<file path="config.mk">
export PLATFORM = sky130hd
export DESIGN_NAME = flashreg_top
export DESIGN_NICKNAME = d
export VERILOG_FILES = /design/src/rtl/flashreg_pkg.sv /design/src/rtl/flashreg_lockfsm.sv /design/src/rtl/flashreg_ctrl.sv /design/src/rtl/flashreg_status.sv /design/src/rtl/flashreg_top.sv
export SDC_FILE = /design/constraint.sdc
export NUM_CORES = 1
export LEC_CHECK = 0
export ABC_CLOCK_PERIOD_IN_PS = 1500
export CORE_UTILIZATION = 31
export CTS_CLUSTER_DIAMETER = 30
export CTS_CLUSTER_SIZE = 10
export DETAILED_ROUTE_END_ITERATION = 12
export PLACE_DENSITY = 0.86
export SYNTH_ARGS = -nofsm -noshare
export SYNTH_HDL_FRONTEND = slang
export SYNTH_SLANG_ARGS = --single-unit
</file>
<file path="constraint.sdc">
create_clock -name clk -period 1.5 [get_ports clk]
set_input_delay 0.3 -clock clk [delete_from_list [all_inputs] [get_ports clk]]
set_output_delay 0.3 -clock clk [all_outputs]
set_load 0.01 [all_outputs]
</file>
<file path="src/rtl/flashreg_pkg.sv">
package flashreg_pkg;
    typedef enum logic [1:0] {
        LK_WAIT_K1,
        LK_WAIT_K2,
        LK_OPEN,
        LK_DEAD
    } lock_state_t;

    localparam logic [1:0] IDX_KEY  = 2'd0;
    localparam logic [1:0] IDX_STAT = 2'd1;
    localparam logic [1:0] IDX_CTRL = 2'd2;

    localparam int SNB_W     = 4;
    localparam int PSZ_W     = 2;
    localparam int BIT_PG    = 0;
    localparam int BIT_SER   = 1;
    localparam int BIT_MER   = 2;
    localparam int SNB_LSB   = 3;
    localparam int PSZ_LSB   = 8;
    localparam int BIT_STRT  = 16;
    localparam int BIT_EOPIE = 24;
    localparam int BIT_ERRIE = 25;
    localparam int BIT_LOCK  = 31;
endpackage

</file>
<file path="src/rtl/flashreg_lockfsm.sv">
module flashreg_lockfsm
    import flashreg_pkg::*;
#(
    parameter logic [31:0] KEY1 = 32'h1A2B_3C4D,
    parameter logic [31:0] KEY2 = 32'hE5F6_0718
) (
    input  logic        clk,
    input  logic        rst_n,
    input  logic        key_wr,
    input  logic        key_full,
    input  logic [31:0] key_data,
    input  logic        relock_req,
    output logic        locked,
    output logic        dead
);
    lock_state_t st, st_nxt;

    always_ff @(posedge clk) begin
        if (!rst_n) st <= LK_WAIT_K1;
        else        st <= st_nxt;
    end

    always_comb begin
        st_nxt = st;
        unique case (st)
            LK_WAIT_K1: if (key_wr) st_nxt = (key_full && key_data == KEY1) ? LK_WAIT_K2 : LK_DEAD;
            LK_WAIT_K2: if (key_wr) st_nxt = (key_full && key_data == KEY2) ? LK_OPEN : LK_DEAD;
            LK_OPEN:    if (relock_req) st_nxt = LK_WAIT_K1;
            LK_DEAD:    st_nxt = LK_DEAD;
            default:    st_nxt = LK_DEAD;
        endcase
    end

    always_comb begin
        locked = (st != LK_OPEN);
        dead   = (st == LK_DEAD);
    end
endmodule

</file>
<file path="src/rtl/flashreg_ctrl.sv">
module flashreg_ctrl
    import flashreg_pkg::*;
(
    input  logic             clk,
    input  logic             rst_n,
    input  logic             wr,
    input  logic [3:0]       be,
    input  logic [31:0]      wdata,
    input  logic             locked,
    input  logic             busy,
    output logic             pg,
    output logic             ser,
    output logic             mer,
    output logic [SNB_W-1:0] snb,
    output logic [PSZ_W-1:0] psize,
    output logic             strt,
    output logic             eopie,
    output logic             errie,
    output logic             start_pulse,
    output logic             start_busy,
    output logic             relock_req
);
    logic busy_q;
    logic unl_wr;
    logic start_req;
    logic start_ok;
    logic unused_bits;

    assign unl_wr      = wr && !locked;
    assign start_req   = unl_wr && be[2] && wdata[BIT_STRT];
    assign start_busy  = start_req && busy;
    assign start_ok    = start_req && !busy && !strt;
    assign relock_req  = wr && be[3] && wdata[BIT_LOCK];
    assign unused_bits = ^{wdata[30:26], wdata[23:17], wdata[15:10], wdata[7]};

    always_ff @(posedge clk) begin
        if (!rst_n) begin
            busy_q      <= 1'b0;
            start_pulse <= 1'b0;
            pg          <= 1'b0;
            ser         <= 1'b0;
            mer         <= 1'b0;
            snb         <= '0;
            psize       <= '0;
            strt        <= 1'b0;
            eopie       <= 1'b0;
            errie       <= 1'b0;
        end else begin
            busy_q      <= busy;
            start_pulse <= start_ok;
            if (unl_wr && !busy && be[0]) begin
                pg  <= wdata[BIT_PG];
                ser <= wdata[BIT_SER];
                mer <= wdata[BIT_MER];
                snb <= wdata[SNB_LSB +: SNB_W];
            end
            if (unl_wr && !busy && be[1]) psize <= wdata[PSZ_LSB +: PSZ_W];
            if (unl_wr && be[3]) begin
                eopie <= wdata[BIT_EOPIE];
                errie <= wdata[BIT_ERRIE];
            end
            if (start_ok)            strt <= 1'b1;
            else if (busy_q && !busy) strt <= 1'b0;
        end
    end
endmodule

</file>
<file path="src/rtl/flashreg_status.sv">
module flashreg_status (
    input  logic       clk,
    input  logic       rst_n,
    input  logic       clr_wr,
    input  logic [1:0] clr_bits,
    input  logic       done,
    input  logic       err_evt,
    input  logic       eopie,
    input  logic       errie,
    output logic       eop,
    output logic       operr,
    output logic       irq
);
    logic set_eop;
    logic set_err;

    assign set_eop = done && eopie;
    assign set_err = err_evt && errie;

    always_ff @(posedge clk) begin
        if (!rst_n) begin
            eop   <= 1'b0;
            operr <= 1'b0;
        end else begin
            if (set_eop)                     eop <= 1'b1;
            else if (clr_wr && clr_bits[0])  eop <= 1'b0;
            if (set_err)                     operr <= 1'b1;
            else if (clr_wr && clr_bits[1])  operr <= 1'b0;
        end
    end

    assign irq = (eop && eopie) || (operr && errie);
endmodule

</file>
<file path="src/rtl/flashreg_top.sv">
module flashreg_top
    import flashreg_pkg::*;
#(
    parameter logic [31:0] KEY1 = 32'h1A2B_3C4D,
    parameter logic [31:0] KEY2 = 32'hE5F6_0718
) (
    input  logic             clk,
    input  logic             rst_n,
    input  logic             bus_wr,
    input  logic [1:0]       bus_idx,
    input  logic [31:0]      bus_wdata,
    input  logic [3:0]       bus_be,
    output logic [31:0]      bus_rdata,
    input  logic             eng_busy,
    input  logic             eng_done,
    input  logic             eng_err,
    output logic             op_start,
    output logic             op_pg,
    output logic             op_ser,
    output logic             op_mer,
    output logic [SNB_W-1:0] op_sector,
    output logic [PSZ_W-1:0] op_psize,
    output logic             irq
);
    logic wr_key, wr_stat, wr_ctrl;
    logic lk_locked, lk_dead, relock_req;
    logic strt, eopie, errie, start_busy;
    logic eop, operr;

    assign wr_key  = bus_wr && (bus_idx == IDX_KEY);
    assign wr_stat = bus_wr && (bus_idx == IDX_STAT);
    assign wr_ctrl = bus_wr && (bus_idx == IDX_CTRL);

    flashreg_lockfsm #(.KEY1(KEY1), .KEY2(KEY2)) u_lock (
        .clk(clk), .rst_n(rst_n),
        .key_wr(wr_key), .key_full(&bus_be), .key_data(bus_wdata),
        .relock_req(relock_req), .locked(lk_locked), .dead(lk_dead)
    );

    flashreg_ctrl u_ctrl (
        .clk(clk), .rst_n(rst_n),
        .wr(wr_ctrl), .be(bus_be), .wdata(bus_wdata),
        .locked(lk_locked), .busy(eng_busy),
        .pg(op_pg), .ser(op_ser), .mer(op_mer), .snb(op_sector), .psize(op_psize),
        .strt(strt), .eopie(eopie), .errie(errie),
        .start_pulse(op_start), .start_busy(start_busy), .relock_req(relock_req)
    );

    flashreg_status u_stat (
        .clk(clk), .rst_n(rst_n),
        .clr_wr(wr_stat && bus_be[0]), .clr_bits(bus_wdata[1:0]),
        .done(eng_done), .err_evt(eng_err || start_busy),
        .eopie(eopie), .errie(errie),
        .eop(eop), .operr(operr), .irq(irq)
    );

    always_comb begin
        bus_rdata = '0;
        unique case (bus_idx)
            IDX_STAT: bus_rdata = {30'b0, operr, eop};
            IDX_CTRL: begin
                bus_rdata[BIT_LOCK]              = lk_locked;
                bus_rdata[BIT_ERRIE]             = errie;
                bus_rdata[BIT_EOPIE]             = eopie;
                bus_rdata[BIT_STRT]              = strt;
                bus_rdata[PSZ_LSB +: PSZ_W]      = op_psize;
                bus_rdata[SNB_LSB +: SNB_W]      = op_sector;
                bus_rdata[BIT_MER]               = op_mer;
                bus_rdata[BIT_SER]               = op_ser;
                bus_rdata[BIT_PG]                = op_pg;
            end
            default: bus_rdata = '0;
        endcase
    end
endmodule

</file>
# --- Word-level counts from Yosys, hierarchy flattened ---
# Index checks and enable logic that the tools add are counted.
word_totals:
  register_bits: 18
  inputBits: 44
  output_inout_bits: 43
  wordCells: 78
op_classes:
  n_eq_ne: 11
  n_mux: 17
  reduce_logical: 37
op_table:
  columns: ["operator", "n"]
  rows:
  - ["$eq 32x29->1 const B", 1]
  - ["$eq 32x32->1 const B", 1]
  - ["$logic_and 1x1->1", 25]
  - ["$pmux 7 s2", 1]
  - ["$mux 2", 6]
  - ["$mux 1", 9]
  - ["$pmux 2 s4", 1]
  - ["$eq 2x2->1 const B", 3]
  - ["$reduce_bool 2->1", 3]
  - ["$eq 2x1->1 const B", 2]
  - ["$logic_not 2->1", 2]
  - ["$ne 2x1->1 const B", 2]
  - ["$ne 2x2->1 const B", 2]
  - ["$reduce_and 4->1", 1]
  - ["$logic_not 1->1", 3]
  - ["$reduce_and 3->1", 1]
  - ["$logic_or 1x1->1", 2]

# --- Depth between registers and ports, before layout ---
depth:
  word_depth: 9
  ltp_mapped: 7
  mapped_depth_nobuf: 6

# --- Cells and area by module ---
# From an unflattened synthesis, not the netlist that was laid out.
hier_totals:
  cells_unflattened: 151
  area_unflattened_um2: 1293.7
by_module_without_submodules:
  columns: ["mod", "n_inst", "cells_per_inst", "area_per_inst_um2"]
  rows:
  - ["flashreg_ctrl", 1, 65, 601.8]
  - ["flashreg_top", 1, 46, 332.8]
  - ["flashreg_lockfsm", 1, 31, 272.8]
  - ["flashreg_status", 1, 9, 86.3]

# --- Least setup slack after synthesis ---
# OpenSTA, ideal clock, no wires.
synth_path:
  path_kind: "input to register"
  startpoint: "input bus_idx[0]"
  endpoint: "register u_ctrl.mer"
  setup_time_ps: 116
  arrival_ps: 1350
  t_required_ps: 1384
  slack_ps: 34
  cell_stages: 7
  path_cell_list: "inv_1 -> ha_1 -> nand4b_2 -> nor3b_2 -> buf_4 -> mux2i_1 -> nor2b_1"
synth_between:
  elab_chain_len: 5
synth_lines:
  columns: ["item", "line_no", "source"]
  rows:
  - ["start: declaration", "flashreg_top.sv:10", "input logic [1:0] bus_idx,"]
  - ["$eq 2x2->1", "flashreg_top.sv:32", "assign wr_ctrl = bus_wr && (bus_idx == IDX_CTRL);"]
  - ["$logic_and 1x1->1", "flashreg_top.sv:32", null]
  - ["$logic_and 1x1->1", "flashreg_ctrl.sv:29", "assign unl_wr = wr && !locked;"]
  - ["$logic_and 1x1->1 (2 in a row)", "flashreg_ctrl.sv:51", "if (unl_wr && !busy && be[0]) begin"]
  - ["end signal: assignment", "flashreg_ctrl.sv:54", "mer <= wdata[BIT_MER];"]
  - ["end: declaration", "flashreg_ctrl.sv:13", "output logic mer,"]
# Every way passes these cells.
# A chain may end at the register's enable or synchronous reset.

# --- Worst setup path in the final report ---
layout_path:
  startpoint: "register u_ctrl.snb[2]"
  endpoint: "output op_sector[2]"
layout_rtl:
  columns: ["item", "line_no", "source"]
  rows:
  - ["start: declaration", "flashreg_ctrl.sv:14", "output logic [SNB_W-1:0] snb,"]
  - ["start signal: assignment", "flashreg_ctrl.sv:55", "snb <= wdata[SNB_LSB +: SNB_W];"]
  - ["end: declaration", "flashreg_top.sv:21", "output logic [SNB_W-1:0] op_sector,"]
# No word-level cell between the ends.

==> reports/metrics.yaml <==
power_frac_comb: 0.247
required_ns: 1.20
area_delta_synth_final_pct: 80.4
yosysUniqueCellTypes: 32
mostFrequentLayoutCell: "clkdlybuf4s50_1"
grt_overflow_total: 0
vias: 1343
cts_root_buf: "clkbuf_8"
yosys.area_share.simple: 0.374
setup_tns_ns: 0
syn_inst: 135
grt_pass1_wl_um: 5980
ys_seq_area_frac: 0.297
period_minus_slack_ns: 1.49
cap_violations: 0
setup_viol_count_final: 0
drive_gt1_frac: 0.292
start_util: 0.326
nets: 281
slowest_delay_ns: 0.55
grt_pass1_vias: 1319
die_h_um: 64.5
clock_power_share: 0.342
grt_max_degree: 14
hold_class: "input pin to register"
drt_pass1_iterations: 4
path_buf_inv: 1
first_iter_violations: 46
synth_xor_area_frac: 0
netlist_top_cells_area: "dfxtp_1 (30%), buf_4 (12%), mux2i_1 (9.1%), nor2b_1 (8.3%), and2_1 (5.7%)"
outcome: "finished, final reports clean"
synth_top_area_frac: 0.297
antenna_found_initial: 0
period_share: 0.993
hold_buffers: 0
wl_per_cell_um: 13.7
worstPathArrival_ns: 1.19
critPathMaxFanout: 3
power_frac_seq: 0.412
crit_chain: "clkdlybuf4s50_1"
die-area_um2: 4170
insertion_delay_ns: 0.26
p_int_uw: 890
cts_buffers: 3
cts.sink_count: 18
slew_violations: 0
peakVddDrop_v: 0.000324
ant_nets: 0
sw_frac_of_total: 0.247
synth_compound_area_frac: 0.0681
dp.cells: 276
finalHoldViolCount: 0
final_cell_mix: "clkdlybuf4s50_1 (37), buf_4 (30), conb_1 (19)"
yosysWarnings: 0
total_power_uw: 1180
cts_tree: "built"
reg2reg_slack_ns: 0.10
fin_skew_ns: 0.00275
antenna_cells: 0
finalNonFillerCells: 281
clk_path_buf_depth: 2
io_pins: 87
h-tree-depth: 1
criticalPathCategory: "register to output port"
die_w_um: 64.5
routabilityCongestion: 0.878
core-area_um2: 3720
synth_top_family_by_area: "simple AND/OR/NAND/NOR gates"
port_buffers: 67
critical_path.slowest_cell: "clkdlybuf4s50_1"
power_density_nw_per_um2: 541
p_leak_uw: 0.00107
drt_wl_total_um: 3860
viasPerCell: 4.78
grtUsageTotal: 0.187
rows: 22
avgSynthCellArea_um2: 8.98
muxShareOfSynthArea: 0.0908
crit_path_end_kind: "output port"
worstSetupStartpointType: "register"
fin_util: 0.589
clk_pin_slew_ns: 0.07
fmax_mhz: 671
fillers: 321
place_hpwl_um: 2990
holdWs_ns: 0.462
synth_top_area_cell: "dfxtp_1"
syn_area_um2: 1210
p_sw_uw: 292
cp_top_family: "buffers and inverters"
drc: 0
synthAdderAreaFrac: 0.0310
ys_ff_latch: 18
-- per-stage QoR --
stage | setup slack, ns | cell area [um2]
finish | 0.0102 | 2190
global route | -0.0541 | 2190
CTS | 0.00729 | 2120
detailed placement | -0.717 | 2080
global placement | -0.702 | 2080
floorplan | 0.0336 | 1280
-- per-layer routing --
metal,wire length (um),GRT usage,vias up,part of all wire
li1,-,-,645,-
met1,1550,0.208,631,0.40
met2,2030,0.339,59,0.52
met3,222,0.0352,8,0.057
met4,65,0.0861,0,0.017
met5,0,0,-,0
-- logic make-up after synthesis --
logic type / count (synthesis)
and+or+nand+nor: 66
buffers and inverters: 24
DFF: 18
AOI/OAI and AO/OA: 12
muxes: 11
adders and majority gates: 3
other: 1
-- path summary, 6_finish.rpt --
path | from | end | cells after the start
min reg2reg | u_ctrl.strt | u_ctrl.strt | 1
max | u_ctrl.snb[2] | op_sector[2] | 1
max reg2reg | u_lock.st[0] | u_lock.st[0] | 4
min | bus_wdata[2] | u_ctrl.mer | 4
-- synth_stat cells --
cell type	count
a21boi_1	1
a22o_1	1
a22oi_1	3
a31o_1	1
a31oi_1	2
and2_1	11
and4b_2	1
buf_4	20
clkbuf_1	2
conb_1	1
dfxtp_1	18
ha_1	3
inv_1	2
mux2i_1	11
nand2_1	6
nand2b_1	1
nand3_1	2
nand4_1	7
nand4b_1	4
nand4b_2	1
nor2_1	3
nor2b_1	16
nor3_1	3
nor3b_2	2
nor4_1	1
nor4_2	1
nor4b_1	4
nor4bb_1	1
o21a_1	1
o21ai_0	3
or4_4	1
or4b_4	1
-- sequential cells by signal (all words and copies together), names as in the netlist --
register / flops
u_stat.eop: 1
u_stat.operr: 1
u_ctrl.psize: 2
u_lock.st: 2
u_ctrl.start_pulse: 1
u_ctrl.ser: 1
u_ctrl.eopie: 1
u_ctrl.strt: 1
u_ctrl.busy_q: 1
u_ctrl.snb: 4
u_ctrl.mer: 1
u_ctrl.errie: 1
u_ctrl.pg: 1
-- final cells by class --
class | instances | area (um2) | area share
timing repair buffer | 98 | 858 | 0.392
multi-input combinational | 111 | 843 | 0.386
inverter | 2 | 7.51 | 0.00343
sequential | 18 | 363 | 0.166
tap | 48 | 60.1 | 0.0275
clock buffer | 4 | 55.1 | 0.0252
-- power by group through the flow --
| stage | sequential [uW] | clock, uW | combinational [uW] |
|---|---|---|---|
| after floorplan | 497 | 0 | 107 |
| after global placement | 497 | 0 | 272 |
| after detailed placement | 497 | 0 | 277 |
| after CTS | 487 | 408 | 283 |
| after global routing | 487 | 434 | 313 |
| final | 487 | 404 | 292 |
-- what timing repair did --
| action | CTS | global route |
|---|---|---|
| endpoints found under the setup margin | 30 | 17 |
| buffers inserted | 1 | 0 |
| pin swaps | 3 | 7 |
| gates resized for setup | 68 | 22 |
Note: power is estimated with default switching activity, not from simulation.
